===== src/rtl/tdb_pkg.sv =====
// Package: shared constants and helpers for the tamper debouncer.
// Assumes the rate code is 3 bits, so the divider counter is 2^3 = 8 bits.
package tdb_pkg;
    localparam int RATE_W = 3;
    localparam int CNT_W  = 1 << RATE_W;

    // Majority of three single-bit samples.
    function automatic logic maj3(input logic [2:0] s);
        return (s[0] & s[1]) | (s[1] & s[2]) | (s[0] & s[2]);
    endfunction

    // True when all three samples hold the same value.
    function automatic logic same3(input logic [2:0] s);
        return (s == 3'b000) || (s == 3'b111);
    endfunction
endpackage


===== src/rtl/tdb_prescale.sv =====
// Module: free-running divider that produces the sample strobe.
// The strobe fires once every 2^(code+1) clocks, when the low code+1 bits
// of the counter are all ones. Assumes the code may change at any time;
// the counter is never reloaded, so the phase stays continuous.
module tdb_prescale
    import tdb_pkg::*;
(
    input  logic              clk,
    input  logic              rst_n,
    input  logic [RATE_W-1:0] code,
    output logic              strobe
);
    logic [CNT_W-1:0] cnt;
    logic [CNT_W-1:0] mask;

    // Mask of the counter bits that must all be one for a strobe.
    always_comb begin
        mask   = (CNT_W'(2) << code) - CNT_W'(1);
        strobe = ((cnt & mask) == mask);
    end

    // Free-running count, cleared by reset.
    always_ff @(posedge clk) begin
        if (!rst_n) cnt <= '0;
        else        cnt <= cnt + CNT_W'(1);
    end
endmodule


===== src/rtl/tdb_filter.sv =====
// Module: debounce filter for one tamper pin.
// Two-flop synchronizer, three-sample history shifted on the strobe, and
// strict or majority decision. In asynchronous mode the first edge passes
// at once and the pin is locked until three new agreeing samples exist.
// Assumes mode inputs are steady while in use.
module tdb_filter
    import tdb_pkg::*;
(
    input  logic clk,
    input  logic rst_n,
    input  logic strobe,
    input  logic maj_en,
    input  logic async_en,
    input  logic pin_raw,
    output logic filt
);
    logic       sync_a, sync_b;
    logic [2:0] hist;
    logic       locked, locked_nx;
    logic [1:0] lock_cnt, lock_cnt_nx;
    logic       filt_nx;

    // Two-stage synchronizer for the raw pin.
    always_ff @(posedge clk) begin
        if (!rst_n) begin
            sync_a <= 1'b0;
            sync_b <= 1'b0;
        end else begin
            sync_a <= pin_raw;
            sync_b <= sync_a;
        end
    end

    // Sample history, newest in bit 0, shifted on each strobe.
    always_ff @(posedge clk) begin
        if (!rst_n)      hist <= 3'b000;
        else if (strobe) hist <= {hist[1:0], sync_b};
    end

    // Next output level and lock state from the mode and history.
    always_comb begin
        filt_nx     = filt;
        locked_nx   = locked;
        lock_cnt_nx = lock_cnt;
        if (!async_en) begin
            locked_nx   = 1'b0;
            lock_cnt_nx = 2'd0;
            if (maj_en)           filt_nx = maj3(hist);
            else if (same3(hist)) filt_nx = hist[0];
        end else if (!locked) begin
            if (sync_b != filt) begin
                filt_nx     = sync_b;
                locked_nx   = 1'b1;
                lock_cnt_nx = 2'd0;
            end
        end else if ((lock_cnt == 2'd3) && same3(hist)) begin
            filt_nx   = hist[0];
            locked_nx = 1'b0;
        end else if (strobe && (lock_cnt != 2'd3)) begin
            lock_cnt_nx = lock_cnt + 2'd1;
        end
    end

    // Output and lock registers.
    always_ff @(posedge clk) begin
        if (!rst_n) begin
            filt     <= 1'b0;
            locked   <= 1'b0;
            lock_cnt <= 2'd0;
        end else begin
            filt     <= filt_nx;
            locked   <= locked_nx;
            lock_cnt <= lock_cnt_nx;
        end
    end
endmodule


===== src/rtl/tdb_flag.sv =====
// Module: sticky tamper flag and request output.
// Sets one clock after any filtered level changes; a timestamp read clears
// it only in request mode, and a same-clock change takes priority.
module tdb_flag #(
    parameter int N_PINS = 4
) (
    input  logic              clk,
    input  logic              rst_n,
    input  logic [N_PINS-1:0] filt,
    input  logic              req_en,
    input  logic              ts_rd,
    output logic              flag,
    output logic              req
);
    logic [N_PINS-1:0] filt_d;
    logic              any_chg;

    // Detect a change of any filtered level against last clock.
    always_comb any_chg = |(filt ^ filt_d);

    // Delay copy and flag update with set-over-clear priority.
    always_ff @(posedge clk) begin
        if (!rst_n) begin
            filt_d <= '0;
            flag   <= 1'b0;
        end else begin
            filt_d <= filt;
            if (any_chg)              flag <= 1'b1;
            else if (ts_rd && req_en) flag <= 1'b0;
        end
    end

    // Request is the flag, gated by request mode.
    always_comb req = flag & req_en;
endmodule


===== src/rtl/tamper_debounce.sv =====
// Module: top of the tamper input debouncer.
// One shared strobe generator, one filter per pin (generated), one flag.
// Assumes all inputs are synchronous to clk except pins_raw.
module tamper_debounce
    import tdb_pkg::*;
#(
    parameter int N_PINS = 4
) (
    input  logic              clk,
    input  logic              rst_n,
    input  logic [2:0]        rate_code,
    input  logic              maj_en,
    input  logic              async_en,
    input  logic              req_en,
    input  logic              ts_rd,
    input  logic [N_PINS-1:0] pins_raw,
    output logic [N_PINS-1:0] filt_out,
    output logic              tamper_flag,
    output logic              dma_req
);
    logic strobe;

    tdb_prescale u_pre (
        .clk    (clk),
        .rst_n  (rst_n),
        .code   (rate_code),
        .strobe (strobe)
    );

    for (genvar g = 0; g < N_PINS; g++) begin : g_pin
        tdb_filter u_filt (
            .clk      (clk),
            .rst_n    (rst_n),
            .strobe   (strobe),
            .maj_en   (maj_en),
            .async_en (async_en),
            .pin_raw  (pins_raw[g]),
            .filt     (filt_out[g])
        );
    end

    tdb_flag #(.N_PINS(N_PINS)) u_flag (
        .clk    (clk),
        .rst_n  (rst_n),
        .filt   (filt_out),
        .req_en (req_en),
        .ts_rd  (ts_rd),
        .flag   (tamper_flag),
        .req    (dma_req)
    );
endmodule


===== config.mk =====
export PLATFORM = sky130hd
export DESIGN_NAME = tamper_debounce
export DESIGN_NICKNAME = d
export VERILOG_FILES = /design/src/rtl/tdb_pkg.sv /design/src/rtl/tdb_prescale.sv /design/src/rtl/tdb_filter.sv /design/src/rtl/tdb_flag.sv /design/src/rtl/tamper_debounce.sv
export SDC_FILE = /design/constraint.sdc
export NUM_CORES = 1
export LEC_CHECK = 0
export CORE_ASPECT_RATIO = 0.7
export CORE_UTILIZATION = 50
export DETAILED_ROUTE_END_ITERATION = 10
export GPL_ROUTABILITY_DRIVEN = 0
export PLACE_DENSITY = 0.71
export SYNTH_ARGS = -nofsm -noshare
export SYNTH_HDL_FRONTEND = slang
export SYNTH_SLANG_ARGS = --single-unit

===== constraint.sdc =====
create_clock -name clk -period 1.95 [get_ports clk]
set_input_delay 0.39 -clock clk [delete_from_list [all_inputs] [get_ports clk]]
set_output_delay 0.39 -clock clk [all_outputs]
set_load 0.1 [all_outputs]

==> impl_metrics.json <==
{
  "ys_warn_count": 0,
  "post_cts_resized": 0,
  "max_freq_mhz": 591.8,
  "path_max_fanout": 24,
  "final_max_slew_viol_count": 0,
  "synth_edf_count": 0,
  "finClkSkew_ns": 0.004623,
  "hold_viol": 0,
  "cts_root_buffer": "clkbuf_8",
  "syn_nets": 287,
  "cp_num_buf_inv": 2,
  "dp_hpwl_mm": 3.254,
  "cts_sinks": 49,
  "antenna_found_initial": 0,
  "p_clk_frac": 0.330,
  "fin_crit_ns": 1.690,
  "start_kind": "input pin",
  "rsz0062_at_grt": "no",
  "ys_seq_area_frac": 0.4164,
  "rows": 20,
  "worst_ep_arrival_time_ns": 1.90,
  "power_switching_w": 0.0005230,
  "crit_path_end_kind": "flip-flop",
  "insertion_delay_ns": 0.30,
  "final_layout_size_suffix_gt1_frac": 0.1107,
  "pwr-share-seq": 0.533,
  "post_cts.repair.setup_buffers": 0,
  "netSwitchingFraction": 0.2636,
  "ys_async_sr_fraction": 0,
  "cp_num_cells": 7,
  "p_total_w": 0.001984,
  "h-tree-depth": 2,
  "firstDrtPassIters": 7,
  "antenna_cells": 0,
  "power_frac_comb": 0.137,
  "hold_class": "flip-flop to flip-flop",
  "place_area_um2": 2636,
  "grt_pass1_vias": 1684,
  "nets": 306,
  "wl_per_cell_um": 13.01,
  "area_growth_pct": 16.20,
  "violations": "design-rule violations",
  "die_w_um": 84.05,
  "ant_nets": 0,
  "ir_drop_mv": 0.3746,
  "tritoncts": "yes",
  "portBuffers": 18,
  "gr-total-overflow": 0,
  "final_cell_area_um2": 2738,
  "via_per_inst": 5.358,
  "p_leak_nw": 1.137,
  "pwr_density_cell_nw_per_um2": 724.7,
  "postCtsHoldBufs": 0,
  "holdWs_ns": 0.4381,
  "post-place-cells": 336,
  "drt_iter0_markers": 124,
  "whs_path_depth": 1,
  "synth_cell_types": 41,
  "crit_chain": "clkdlybuf4s50_1, nor2b_1, o21ai_0, and4_1, buf_12, a21oi_2, a211oi_1",
  "rr_worst_depth": 6,
  "intPower_w": 0.001461,
  "vias": 1843,
  "coreArea_um2": 4429,
  "syn_area_per_cell_um2": 8.758,
  "grt_usage": 0.2067,
  "crit_type": "input pin to flip-flop",
  "grt_pass1_wl_mm": 7.962,
  "die_h_um": 59.43,
  "setup_viol": 0,
  "ys.flop_type": "dfxtp_1",
  "ios": 19,
  "wirelength_mm": 4.477,
  "clk_pin_slew_worst_paths_ns": 0.09,
  "start_util": 0.5319,
  "crit_path_top_delay_cell": "clkdlybuf4s50_1",
  "synthesis.instances": 269,
  "slowest_delay_ns": 0.46,
  "drc": 2,
  "grt_max_degree": 25,
  "critPathRequiredTime_ns": 2.17,
  "cts_made_buffers": 5,
  "drv_cap": 0,
  "final_cells": 344,
  "slew_headroom": 0.6055,
  "netlist_area_um2": 2356,
  "die-area_um2": 4995,
  "cp_top_family": "buffers and inverters",
  "status": "finished with violations",
  "ys_ff_latch": 49,
  "cts_buffer_depth": 2,
  "period_share": 0.8666,
  "worst_pin_slew_ns": 0.5895
}
-- per-layer routing --
metal | vias to the layer above | GRT usage | wire length [um]
met2 | 44 | 0.3197 | 1782
met5 | - | 0 | 0
met4 | 0 | 0.05172 | 31
li1 | 967 | - | -
met3 | 5 | 0.05014 | 252
met1 | 827 | 0.2921 | 2410
-- state kept, by name (all words and copies together), names as in the netlist --
| signal | cells |
|---|---|
| g_pin.u_filt.sync_a | 4 |
| u_flag.flag | 1 |
| g_pin.u_filt.locked | 4 |
| u_flag.filt_d | 4 |
| g_pin.u_filt.filt | 4 |
| u_pre.cnt | 8 |
| g_pin.u_filt.lock_cnt | 8 |
| g_pin.u_filt.sync_b | 4 |
| g_pin.u_filt.hist | 12 |
-- cells by family after synthesis --
kind of cell,count (synthesis),synth area share
muxes,4,0.01699
adders and majority gates,7,0.03505
buffers and inverters,22,0.05311
AOI/OAI and AO/OA,62,0.1891
xor gates and xnor gates,14,0.05204
DFF,49,0.4164
and+or+nand+nor,111,0.2374
-- synthesized netlist by cell type, types with 2 or more instances --
master,instances,share of area
dfxtp_1,49,0.42
a21oi_2,4,0.015
nor2_1,9,0.014
o21ai_0,6,0.013
buf_4,5,0.016
inv_1,6,0.0096
nand2b_1,9,0.024
and2_1,16,0.042
xnor2_1,4,0.015
nor2b_1,5,0.013
o31ai_1,2,0.0064
nand2_1,41,0.065
ha_1,5,0.027
o211ai_1,2,0.0064
mux2i_1,4,0.017
clkbuf_1,8,0.013
o31a_1,2,0.0074
a21o_1,7,0.022
and3_1,3,0.0080
a32oi_1,3,0.011
a221oi_1,2,0.0074
xor2_1,10,0.037
a21oi_1,12,0.025
maj3_1,2,0.0085
o221ai_1,2,0.0074
a211oi_1,4,0.013
nand3_1,11,0.023
nand4_1,2,0.0053
nor3_1,5,0.011
a21boi_0,13,0.041
and2b_1,4,0.013
or3_1,3,0.0080
-- power by group through the flow --
stage | Clock (W) | Sequential (W) | Combinational [W]
global route | 0.000703 | 0.00106 | 0.000295
floorplan | 0 | 0.00110 | 0.000162
global placement | 0 | 0.00108 | 0.000270
CTS | 0.000667 | 0.00106 | 0.000273
finish | 0.000654 | 0.00106 | 0.000272
detailed placement | 0 | 0.00108 | 0.000272
-- layout make-up --
class	count	area [um^2]
repair buffers	27	307.8
inverters	7	26.28
multi-input cells	198	1251
clock buffers	7	96.34
flip-flops and latches	49	982.2
fillers	402	1692
clock inverters	1	5.005
well taps	55	68.82
-- worst paths after layout --
kind,startpoint,to,slack [ns]
worst max-delay path,rate_code[0],g_pin[0].u_filt.lock_cnt[0],0.26
worst min register to register,g_pin[3].u_filt.sync_a,g_pin[3].u_filt.sync_b,0.44
worst max register to register,u_pre.cnt[0],g_pin[0].u_filt.lock_cnt[0],0.38
worst min-delay path,g_pin[3].u_filt.sync_a,g_pin[3].u_filt.sync_b,0.44
-- layout by cell type, fill, tap and decap left out, types with 4 or more instances in the layout --
cell             count
nand2_1             41
nor2_1               9
nor2b_1              5
nand2b_1             9
inv_1                6
buf_12               6
a211oi_1             4
a21oi_1             12
nor3_1               5
ha_1                 5
nand3_1             11
a21o_1               7
and2b_1              4
xnor2_1              4
buf_4                9
xor2_1              10
a21boi_0            13
a21oi_2              4
clkdlybuf4s50_1     12
o21ai_0              6
clkbuf_8             7
dfxtp_1             48
and2_1              15
mux2i_1              4
-- metrics by stage --
stage | setup TNS, ns | worst slack, ns | utilization
6_report | 0 | 0.2602 | 0.6181
5_1_grt | 0 | 0.1227 | 0.6181
4_1_cts | 0 | 0.2551 | 0.6181
3_5_place_dp | -0.2831 | -0.08208 | 0.5952
3_3_place_gp | 0 | 0.01426 | 0.5952
2_1_floorplan | 0 | 0.3353 | -
(Power assumes the default switching activity.)
